<file path="src/rtl/rdseq_pkg.sv">
// Shared types and helpers for the timed peripheral read sequencer.
// Assumes all time parameters are positive integers in nanoseconds.
package rdseq_pkg;

    // Access phases, in the order one read walks through them.
    typedef enum logic [2:0] {
        ST_IDLE    = 3'd0,
        ST_ADDR    = 3'd1,
        ST_STROBE  = 3'd2,
        ST_RELEASE = 3'd3,
        ST_RECOVER = 3'd4
    } rdseq_state_e;

    // Integer division rounded up, used to turn ns minimums into clock counts.
    function automatic int unsigned ceil_div(input int unsigned num, input int unsigned den);
        return (num + den - 1) / den;
    endfunction

    // Larger of two counts.
    function automatic int unsigned max2(input int unsigned a, input int unsigned b);
        return (a > b) ? a : b;
    endfunction

endpackage

</file>
<file path="src/rtl/rdseq_phase_timer.sv">
// Phase timer: counts clock cycles spent in the current phase.
// Cleared by the controller on every phase change; saturates at CNT_MAX so
// that a long acknowledge stall never wraps the count.
module rdseq_phase_timer #(
    parameter int unsigned CNT_W   = 2,
    parameter int unsigned CNT_MAX = 2
) (
    input  logic             clk,
    input  logic             rst_n,
    input  logic             clr_i,
    output logic [CNT_W-1:0] cnt_o
);

    localparam logic [CNT_W-1:0] SAT = CNT_W'(CNT_MAX);

    // Count cycles within a phase, restart on clear, hold at saturation.
    always_ff @(posedge clk) begin
        if (!rst_n) begin
            cnt_o <= '0;
        end else if (clr_i) begin
            cnt_o <= '0;
        end else if (cnt_o != SAT) begin
            cnt_o <= cnt_o + 1'b1;
        end
    end

endmodule

</file>
<file path="src/rtl/rdseq_ctrl.sv">
// Phase controller: walks address setup, strobe, release and recovery.
// Drives the strobes and busy from registers loaded with the next phase so
// that the pins change exactly on the edge that enters a phase.
// Assumes STEP_CYC >= 1, LOW_CYC >= STEP_CYC and 1 <= CAPT_CYC <= STEP_CYC.
module rdseq_ctrl
    import rdseq_pkg::*;
#(
    parameter int unsigned CNT_W     = 2,
    parameter int unsigned STEP_CYC  = 2,
    parameter int unsigned LOW_CYC   = 2,
    parameter int unsigned REC_EXTRA = 1,
    parameter int unsigned CAPT_CYC  = 1
) (
    input  logic             clk,
    input  logic             rst_n,
    input  logic             start_i,
    input  logic             ack_i,
    input  logic [CNT_W-1:0] cnt_i,
    output logic             phase_clr_o,
    output logic             load_addr_o,
    output logic             capture_o,
    output logic             busy_o,
    output logic             rd_n_o,
    output logic             ce_n_o
);

    localparam logic [CNT_W-1:0] STEP_LAST = CNT_W'(STEP_CYC - 1);
    localparam logic [CNT_W-1:0] LOW_LAST  = CNT_W'(LOW_CYC - 1);
    localparam logic [CNT_W-1:0] CAPT_LAST = CNT_W'(CAPT_CYC - 1);

    rdseq_state_e state_q;
    rdseq_state_e state_d;
    rdseq_state_e rel_exit;
    logic         rec_done;

    // Choose where the release step goes: an extra recovery phase only when
    // the release step alone is shorter than the chip-enable recovery time.
    generate
        if (REC_EXTRA > 0) begin : g_rec
            localparam logic [CNT_W-1:0] REC_LAST = CNT_W'(REC_EXTRA - 1);
            assign rel_exit = ST_RECOVER;
            assign rec_done = (cnt_i == REC_LAST);
        end else begin : g_norec
            assign rel_exit = ST_IDLE;
            assign rec_done = 1'b1;
        end
    endgenerate

    // Next-phase decision from the current phase, the timer and the inputs.
    always_comb begin
        state_d = state_q;
        unique case (state_q)
            ST_IDLE:    if (start_i)                         state_d = ST_ADDR;
            ST_ADDR:    if (cnt_i == STEP_LAST)              state_d = ST_STROBE;
            ST_STROBE:  if ((cnt_i >= LOW_LAST) && ack_i)    state_d = ST_RELEASE;
            ST_RELEASE: if (cnt_i == STEP_LAST)              state_d = rel_exit;
            ST_RECOVER: if (rec_done)                        state_d = ST_IDLE;
            default:                                         state_d = ST_IDLE;
        endcase
    end

    // Phase register.
    always_ff @(posedge clk) begin
        if (!rst_n) begin
            state_q <= ST_IDLE;
        end else begin
            state_q <= state_d;
        end
    end

    // Pin registers, loaded from the next phase so they switch on phase entry.
    always_ff @(posedge clk) begin
        if (!rst_n) begin
            rd_n_o <= 1'b1;
            ce_n_o <= 1'b1;
            busy_o <= 1'b0;
        end else begin
            rd_n_o <= (state_d != ST_STROBE);
            ce_n_o <= (state_d != ST_STROBE);
            busy_o <= (state_d != ST_IDLE);
        end
    end

    // Timer restart on every phase change.
    assign phase_clr_o = (state_d != state_q);

    // Address latch enable: an accepted start in the idle phase only.
    assign load_addr_o = (state_q == ST_IDLE) && start_i;

    // Capture point inside the release step.
    assign capture_o = (state_q == ST_RELEASE) && (cnt_i == CAPT_LAST);

endmodule

</file>
<file path="src/rtl/rdseq_addr_hold.sv">
// Address holder: latches the host address when an access is accepted and
// keeps it on the bus lines until the next accepted access.
module rdseq_addr_hold #(
    parameter int unsigned ADDR_W = 11
) (
    input  logic              clk,
    input  logic              rst_n,
    input  logic              load_i,
    input  logic [ADDR_W-1:0] addr_i,
    output logic [ADDR_W-1:0] bus_a_o
);

    // Hold the address of the access in progress.
    always_ff @(posedge clk) begin
        if (!rst_n) begin
            bus_a_o <= '0;
        end else if (load_i) begin
            bus_a_o <= addr_i;
        end
    end

endmodule

</file>
<file path="src/rtl/rdseq_capture.sv">
// Data capture: stores the bus byte at the capture point and flags the load
// with a one-cycle done pulse. The byte is kept until the next capture.
module rdseq_capture #(
    parameter int unsigned DATA_W = 8
) (
    input  logic              clk,
    input  logic              rst_n,
    input  logic              capture_i,
    input  logic [DATA_W-1:0] bus_d_i,
    output logic [DATA_W-1:0] data_o,
    output logic              done_o
);

    // Load the data register and raise done for the cycle after the load.
    always_ff @(posedge clk) begin
        if (!rst_n) begin
            data_o <= '0;
            done_o <= 1'b0;
        end else begin
            done_o <= capture_i;
            if (capture_i) begin
                data_o <= bus_d_i;
            end
        end
    end

endmodule

</file>
<file path="src/rtl/periph_read_seq.sv">
// Timed peripheral read sequencer, top level.
// Converts nanosecond minimums into rounded-up clock counts and wires the
// phase timer, phase controller, address holder and data capture together.
// Assumes a free-running clock of period CLK_NS and a synchronous reset.
module periph_read_seq
    import rdseq_pkg::*;
#(
    parameter int unsigned ADDR_W     = 11,
    parameter int unsigned DATA_W     = 8,
    parameter int unsigned CLK_NS     = 100,
    parameter int unsigned STEP_NS    = 200,
    parameter int unsigned STROBE_NS  = 200,
    parameter int unsigned RECOVER_NS = 300
) (
    input  logic              clk,
    input  logic              rst_n,
    input  logic              start_i,
    input  logic [ADDR_W-1:0] addr_i,
    output logic              busy_o,
    output logic              done_o,
    output logic [DATA_W-1:0] data_o,
    input  logic              ack_i,
    output logic [ADDR_W-1:0] bus_a_o,
    output logic              rd_n_o,
    output logic              ce_n_o,
    input  logic [DATA_W-1:0] bus_d_i
);

    localparam int unsigned STEP_CYC  = max2(1, ceil_div(STEP_NS, CLK_NS));
    localparam int unsigned STRB_CYC  = ceil_div(STROBE_NS, CLK_NS);
    localparam int unsigned LOW_CYC   = max2(STEP_CYC, STRB_CYC);
    localparam int unsigned REC_CYC   = ceil_div(RECOVER_NS, CLK_NS);
    localparam int unsigned REC_EXTRA = (REC_CYC > STEP_CYC) ? (REC_CYC - STEP_CYC) : 0;
    localparam int unsigned CAPT_RAW  = max2(1, ceil_div(STEP_NS, 2 * CLK_NS));
    localparam int unsigned CAPT_CYC  = (CAPT_RAW > STEP_CYC) ? STEP_CYC : CAPT_RAW;
    localparam int unsigned CNT_MAX   = max2(max2(LOW_CYC, STEP_CYC), REC_EXTRA);
    localparam int unsigned CNT_W     = max2(1, $clog2(CNT_MAX + 1));

    logic [CNT_W-1:0] phase_cnt;
    logic             phase_clr;
    logic             load_addr;
    logic             capture;

    rdseq_phase_timer #(
        .CNT_W   (CNT_W),
        .CNT_MAX (CNT_MAX)
    ) u_timer (
        .clk   (clk),
        .rst_n (rst_n),
        .clr_i (phase_clr),
        .cnt_o (phase_cnt)
    );

    rdseq_ctrl #(
        .CNT_W     (CNT_W),
        .STEP_CYC  (STEP_CYC),
        .LOW_CYC   (LOW_CYC),
        .REC_EXTRA (REC_EXTRA),
        .CAPT_CYC  (CAPT_CYC)
    ) u_ctrl (
        .clk         (clk),
        .rst_n       (rst_n),
        .start_i     (start_i),
        .ack_i       (ack_i),
        .cnt_i       (phase_cnt),
        .phase_clr_o (phase_clr),
        .load_addr_o (load_addr),
        .capture_o   (capture),
        .busy_o      (busy_o),
        .rd_n_o      (rd_n_o),
        .ce_n_o      (ce_n_o)
    );

    rdseq_addr_hold #(
        .ADDR_W (ADDR_W)
    ) u_addr (
        .clk     (clk),
        .rst_n   (rst_n),
        .load_i  (load_addr),
        .addr_i  (addr_i),
        .bus_a_o (bus_a_o)
    );

    rdseq_capture #(
        .DATA_W (DATA_W)
    ) u_cap (
        .clk       (clk),
        .rst_n     (rst_n),
        .capture_i (capture),
        .bus_d_i   (bus_d_i),
        .data_o    (data_o),
        .done_o    (done_o)
    );

endmodule

</file>
<file path="config.mk">
export PLATFORM = sky130hd
export DESIGN_NAME = periph_read_seq
export DESIGN_NICKNAME = d
export VERILOG_FILES = /design/src/rtl/rdseq_pkg.sv /design/src/rtl/rdseq_phase_timer.sv /design/src/rtl/rdseq_ctrl.sv /design/src/rtl/rdseq_addr_hold.sv /design/src/rtl/rdseq_capture.sv /design/src/rtl/periph_read_seq.sv
export SDC_FILE = /design/constraint.sdc
export NUM_CORES = 1
export LEC_CHECK = 0
export BUFFER_PORTS_ARGS = -buffer_cell sky130_fd_sc_hd__buf_2
export CAP_MARGIN = 20
export CORE_AREA = 4 4 55 57
export DETAILED_ROUTE_END_ITERATION = 8
export DIE_AREA = 0 0 59 61
export GPL_ROUTABILITY_DRIVEN = 0
export HOLD_SLACK_MARGIN = 0.03
export PLACE_DENSITY = 0.78
export SYNTH_ARGS = -nofsm -noshare
export SYNTH_HDL_FRONTEND = slang
export SYNTH_SLANG_ARGS = --single-unit
export TNS_END_PERCENT = 30
</file>
<file path="constraint.sdc">
create_clock -name clk -period 1.92 [get_ports clk]
set_clock_uncertainty 0.1 [all_clocks]
set_input_delay 0.384 -clock clk [delete_from_list [all_inputs] [get_ports clk]]
set_output_delay 0.384 -clock clk [all_outputs]
set_load 0.005 [all_outputs]
</file>
-- After elaboration in Yosys (flattened, before gate mapping)
Cells that the tools add are included.
- add/sub/neg operators: 1
- order comparisons: 1
- equal/unequal tests: 8
- mux-type cells: 6
- bitwise logic cells: 1
- reduce and logical (&&, ||, !) cells: 7
- operators by type and width (cell ; count):
    $mux W3 ; 5
    $pmux W3 S5 ; 1
    $eq A3 B2 Y1 const B ; 2
    $eq A3 B1 Y1 const B ; 1
    $eq A3 B3 Y1 const B ; 1
    $logic_and A1 B1 Y1 ; 3
    $logic_not A3 Y1 ; 1
    $ne A3 B2 Y1 const B ; 1
    $ne A3 B3 Y1 ; 1
    $reduce_bool A3 Y1 ; 1
    $add A2 B1 Y2 const B ; 1
    $eq A2 B1 Y1 const B ; 1
    $ge A2 B1 Y1 const B ; 1
    $logic_not A2 Y1 ; 1
    $ne A2 B2 Y1 const B ; 1
    $reduce_or A2 Y1 ; 1
    $not A1 Y1 ; 1
- register bits: 27
- input bits: 23
- output and inout port bits: 23
- logic and storage cells: 31

-- Longest topological paths before layout
- word-level depth: 6
- mapped depth: 6
- gate-level depth less buffers: 5

-- Modules after synthesis
Synthesis repeated with hierarchy kept, for this count alone.
- cells, all modules: 108
- area, all modules: 1146.1 um2
- modules (own cells, without submodules) (module ; instances ; cells each ; area each (um2) ; seq. area each (um2)):
    rdseq_addr_hold ; 1 ; 35 ; 414.1 ; 220.2
    rdseq_capture ; 1 ; 27 ; 329.1 ; 180.2
    rdseq_ctrl ; 1 ; 36 ; 309.0 ; 100.1
    rdseq_phase_timer ; 1 ; 10 ; 93.8 ; 40.0

-- Worst setup path after synthesis
OpenSTA, ideal clock, no wires.
- path kind: register -> register
- start: register u_timer.cnt_o[1]
- end: register u_ctrl.busy_o
- setup time: 59 ps
- arrival time: 1292 ps
- data required time: 1761 ps
- path slack: 469 ps
- stages on the path, launching flop included: 6
- path buffers: 0
- clock period less this slack: 1451 ps
- cell sequence: dfxtp_1 > inv_1 > ha_1 > or3b_2 > o211ai_2 > o31a_1
- cells in the longest elaborated chain, start to end: 5
- elaborated cells between the ends (all ways): 10
- those cells by class: order compare: 1; eq/ne: 1; mux: 5; reduce/logical: 3
- RTL lines (what ; RTL line ; RTL):
    start: declaration ; rdseq_phase_timer.sv:11 ; output logic [CNT_W-1:0] cnt_o
    start signal: assignment ; rdseq_phase_timer.sv:23 ; cnt_o <= cnt_o + 1'b1;
    $ge A2 B1 Y1 ; rdseq_ctrl.sv:55 ; ST_STROBE: if ((cnt_i >= LOW_LAST) && ack_i) state_d = ST_RELEASE;
    $logic_and A1 B1 Y1 ; rdseq_ctrl.sv:55 ;
    $mux W3 ; rdseq_ctrl.sv:55 ;
    $pmux W3 S5 * ; rdseq_ctrl.sv:52 ; unique case (state_q)
    $reduce_bool A3 Y1 * ; rdseq_ctrl.sv:80 ; busy_o <= (state_d != ST_IDLE);
    end signal: assignment ; rdseq_ctrl.sv:80 ;
    end: declaration ; rdseq_ctrl.sv:22 ; output logic busy_o,
Mark *: on every way between the ends. The rest lies on a longest branch, timed or not.
A chain may end at the register's enable or synchronous reset.

-- Final worst setup path
Same ends and word-level chain as after synthesis.

==> results.ini <==
[status]
run_status=complete, no violations

[drt]
drt-total-wl_mm=2.387
post_drt_wl_per_cell_um=11.99
drtPass1Iterations=4
drt-vias-per-instance=4.955
count_of_unresolved_drc_violations_after_routing=0
drt-initial-drc-count=44
detail-route-antenna-nets=0
detailed_route_via_count=986

[logic_synthesis]
netlist_area_um2=1159
synth-edff-count=0
yosysUniqueCellTypes=32
synth-warning-count=0
synth.yosys.seq_area_share_pct=46.65
yosys_register_bits=27
syn-mean-instance-area_um2=9.052
synth.net_count=154
post_synthesis_async_set_or_reset_flop_share_pct=0
ys.flop_type=dfxtp_1
post_synth_inst_count=128

[timing]
fin_hold_ws_ns=0.1888
maxSlewViolCount=0
final_hold_viol_count=0
post-route-period-util_pct=82.13
timing.max_slew.rel_slack_pct=72.48
max_slew.worst_pin.slew_ns=0.4071
rsz0062_at_grt=false
achievable-frequency_ghz=0.6341
min_period_ns=1.577
report.final.setup_viol=0
fin_tns_setup_ns=0

[grt]
antenna_found_initial=0
via_count_of_the_first_global_routing_pass=882
global_route_wire_length_before_repair_mm=3.781
grt_max_degree=26
grt.overflow.total=0
all_layer_global_routing_usage_pct=13.82

[hold_path]
worstHoldPathType=primary input to register
min_from=bus_d_i[4]
worst_hold_path.num_cells=3
end_point_of_the_worst_hold_path=u_cap.data_o[4]

[worst_setup_path]
reg2reg_setup_slack_ns=0.34
critPathMaxFanout=6
worst_path_max_delay_cell=or3b_2
worst_setup_path_end_kind=register
critPathRequiredTime_ns=2.08
worstRegToRegCells=5
critPathTopFamily=simple AND/OR/NAND/NOR gates
wp_data_arrival_ns=1.73
crit-reg2reg-capture=u_ctrl.busy_o
regToRegStartpoint=u_timer.cnt_o[1]
nature_of_the_critical_path_startpoint=register
cp.buffers_inverters=1
critPathMaxStageDelay_ns=0.49
crit_path_cell_chain=inv_1 > ha_1 > or3b_2 > o211ai_2 > o31a_1
critPathKind=register to register

[finish]
antennaDiodeCount=0
design.final.nets=196
layout_common_cells=buf_2, nand2_1, dfxtp_1, a21boi_1
fill_cells=251
post_layout_nonfiller_instances=199
drive_above_1_share_pct=31.95
final_design_utilization_pct=56.67
most_common_cell_after_layout_fill_and_taps_aside=buf_2
flow.area_growth_from_synthesis_pct=21.17

[cts]
ctsHtreeMaxLevel=1
cts.reportedPaths.clkPinSlew_ns=0.14
hold_buffers=0
clk_root_buffer_cell=clkbuf_4
cts_setup_buffers=0
cts_inserted_buffers=3
tritoncts=built
worst_skew_pair.late_latency_ns=0.31
clock_path_buffers=2
cts.sinks=27
post_cts.resized_instances=0

[die]
die_x_um=59
core_area_um2=2477
starting_density_of_the_core_pct=46.77
chipHeight_um=61
floorplan.io_pins=46
die-area_um2=3599
placementRows=18

[pwr]
intPower_uw=771.6
power.clock.fraction_pct=22.1
power_uw=1040
p_switching_uw=268.2
share_seq_of_total_power_pct=60.0
power_frac_comb_pct=18.0
power_density_nw_per_um2=740.7
worst_vdd_ir_uv=442.8
netSwitchingFraction_pct=25.79
cellLeakagePower_uw=0.0006308

[placed_design]
placement.io_buffers=45
dp.cells=195
dp_hpwl_mm=1.874

[job]
number_of_max_cap_violations=0

power groups by stage:
stage / Combinational [uW] / Sequential (uW) / Clock [uW]
3_3_place_gp: 182 / 633 / 0
3_5_place_dp: 189 / 636 / 0
5_1_grt: 212 / 629 / 266
4_1_cts: 190 / 624 / 242
2_1_floorplan: 132 / 628 / 0
6_report: 187 / 624 / 229
sequential cells by signal, summed over array words and instances, names as in the netlist:
signal,flops
u_timer.cnt_o,2
u_cap.data_o,8
u_addr.bus_a_o,11
u_cap.done_o,1
u_ctrl.rd_n_o,1
u_ctrl.busy_o,1
u_ctrl.state_q,3
cells by family after synthesis:
logic type      Yosys count  share of synthesized area, %
flops                    27                         46.65
buf+inv                  11                         5.076
mux                       1                        0.8640
simple gates             57                         25.38
compound gates           28                         18.04
fa+ha+maj                 3                         3.240
xor+xnor                  1                        0.7561
area by class of cell:
| cell class | count | area (um2) | share of cell area, % |
|---|---|---|---|
| multi-input combinational | 90 | 559.3 | 39.84 |
| sequential | 27 | 540.5 | 38.50 |
| timing repair buffer | 46 | 232.7 | 16.58 |
| tap | 30 | 37.54 | 2.674 |
| clock buffer | 4 | 26.28 | 1.872 |
| inverter | 2 | 7.507 | 0.5348 |
worst max-delay path by stage:
stage	start	to	slack (ns)	cells past startpoint
finish	u_timer.cnt_o[1]	u_ctrl.busy_o	0.34	5
CTS	u_timer.cnt_o[1]	u_ctrl.state_q[0]	0.33	5
floorplan	u_timer.cnt_o[1]	u_ctrl.busy_o	0.47	5
global placement	u_timer.cnt_o[1]	u_ctrl.busy_o	0.43	5
global route	u_timer.cnt_o[0]	u_timer.cnt_o[1]	0.26	5
detailed placement	u_timer.cnt_o[1]	u_ctrl.state_q[0]	0.38	5
cell usage after synthesis (3+ instances only):
library cell,count,share of area [%]
dfxtp_1,27,47
a21boi_1,18,12
nand2_1,38,12
buf_2,5,2.2
ha_1,3,3.2
nand2b_1,3,1.6
per-stage QoR:
step | instance area (um2) | setup WS [ns]
6_report | 1404 | 0.3431
5_1_grt | 1404 | 0.2554
4_1_cts | 1404 | 0.3319
3_5_place_dp | 1378 | 0.3776
3_3_place_gp | 1378 | 0.4312
2_1_floorplan | 1159 | 0.4690
worst reg2reg max path, stage by stage (launching register included):
cell,delay [ns]
dfxtp_1,0.38
inv_1,0.07
ha_1,0.24
or3b_2,0.49
o211ai_2,0.10
o31a_1,0.15
metal layers:
layer  up-vias  share of wire, %  track usage (%)  wire, um
met5         -                 0                0         0
met4         0              0.67            5.825        16
met3         2               8.5            3.191       204
met2        30                50            23.97      1183
met1       446                41            16.41       983
li1        508                 -                -         -
Note: power is estimated with default switching activity, not from simulation.
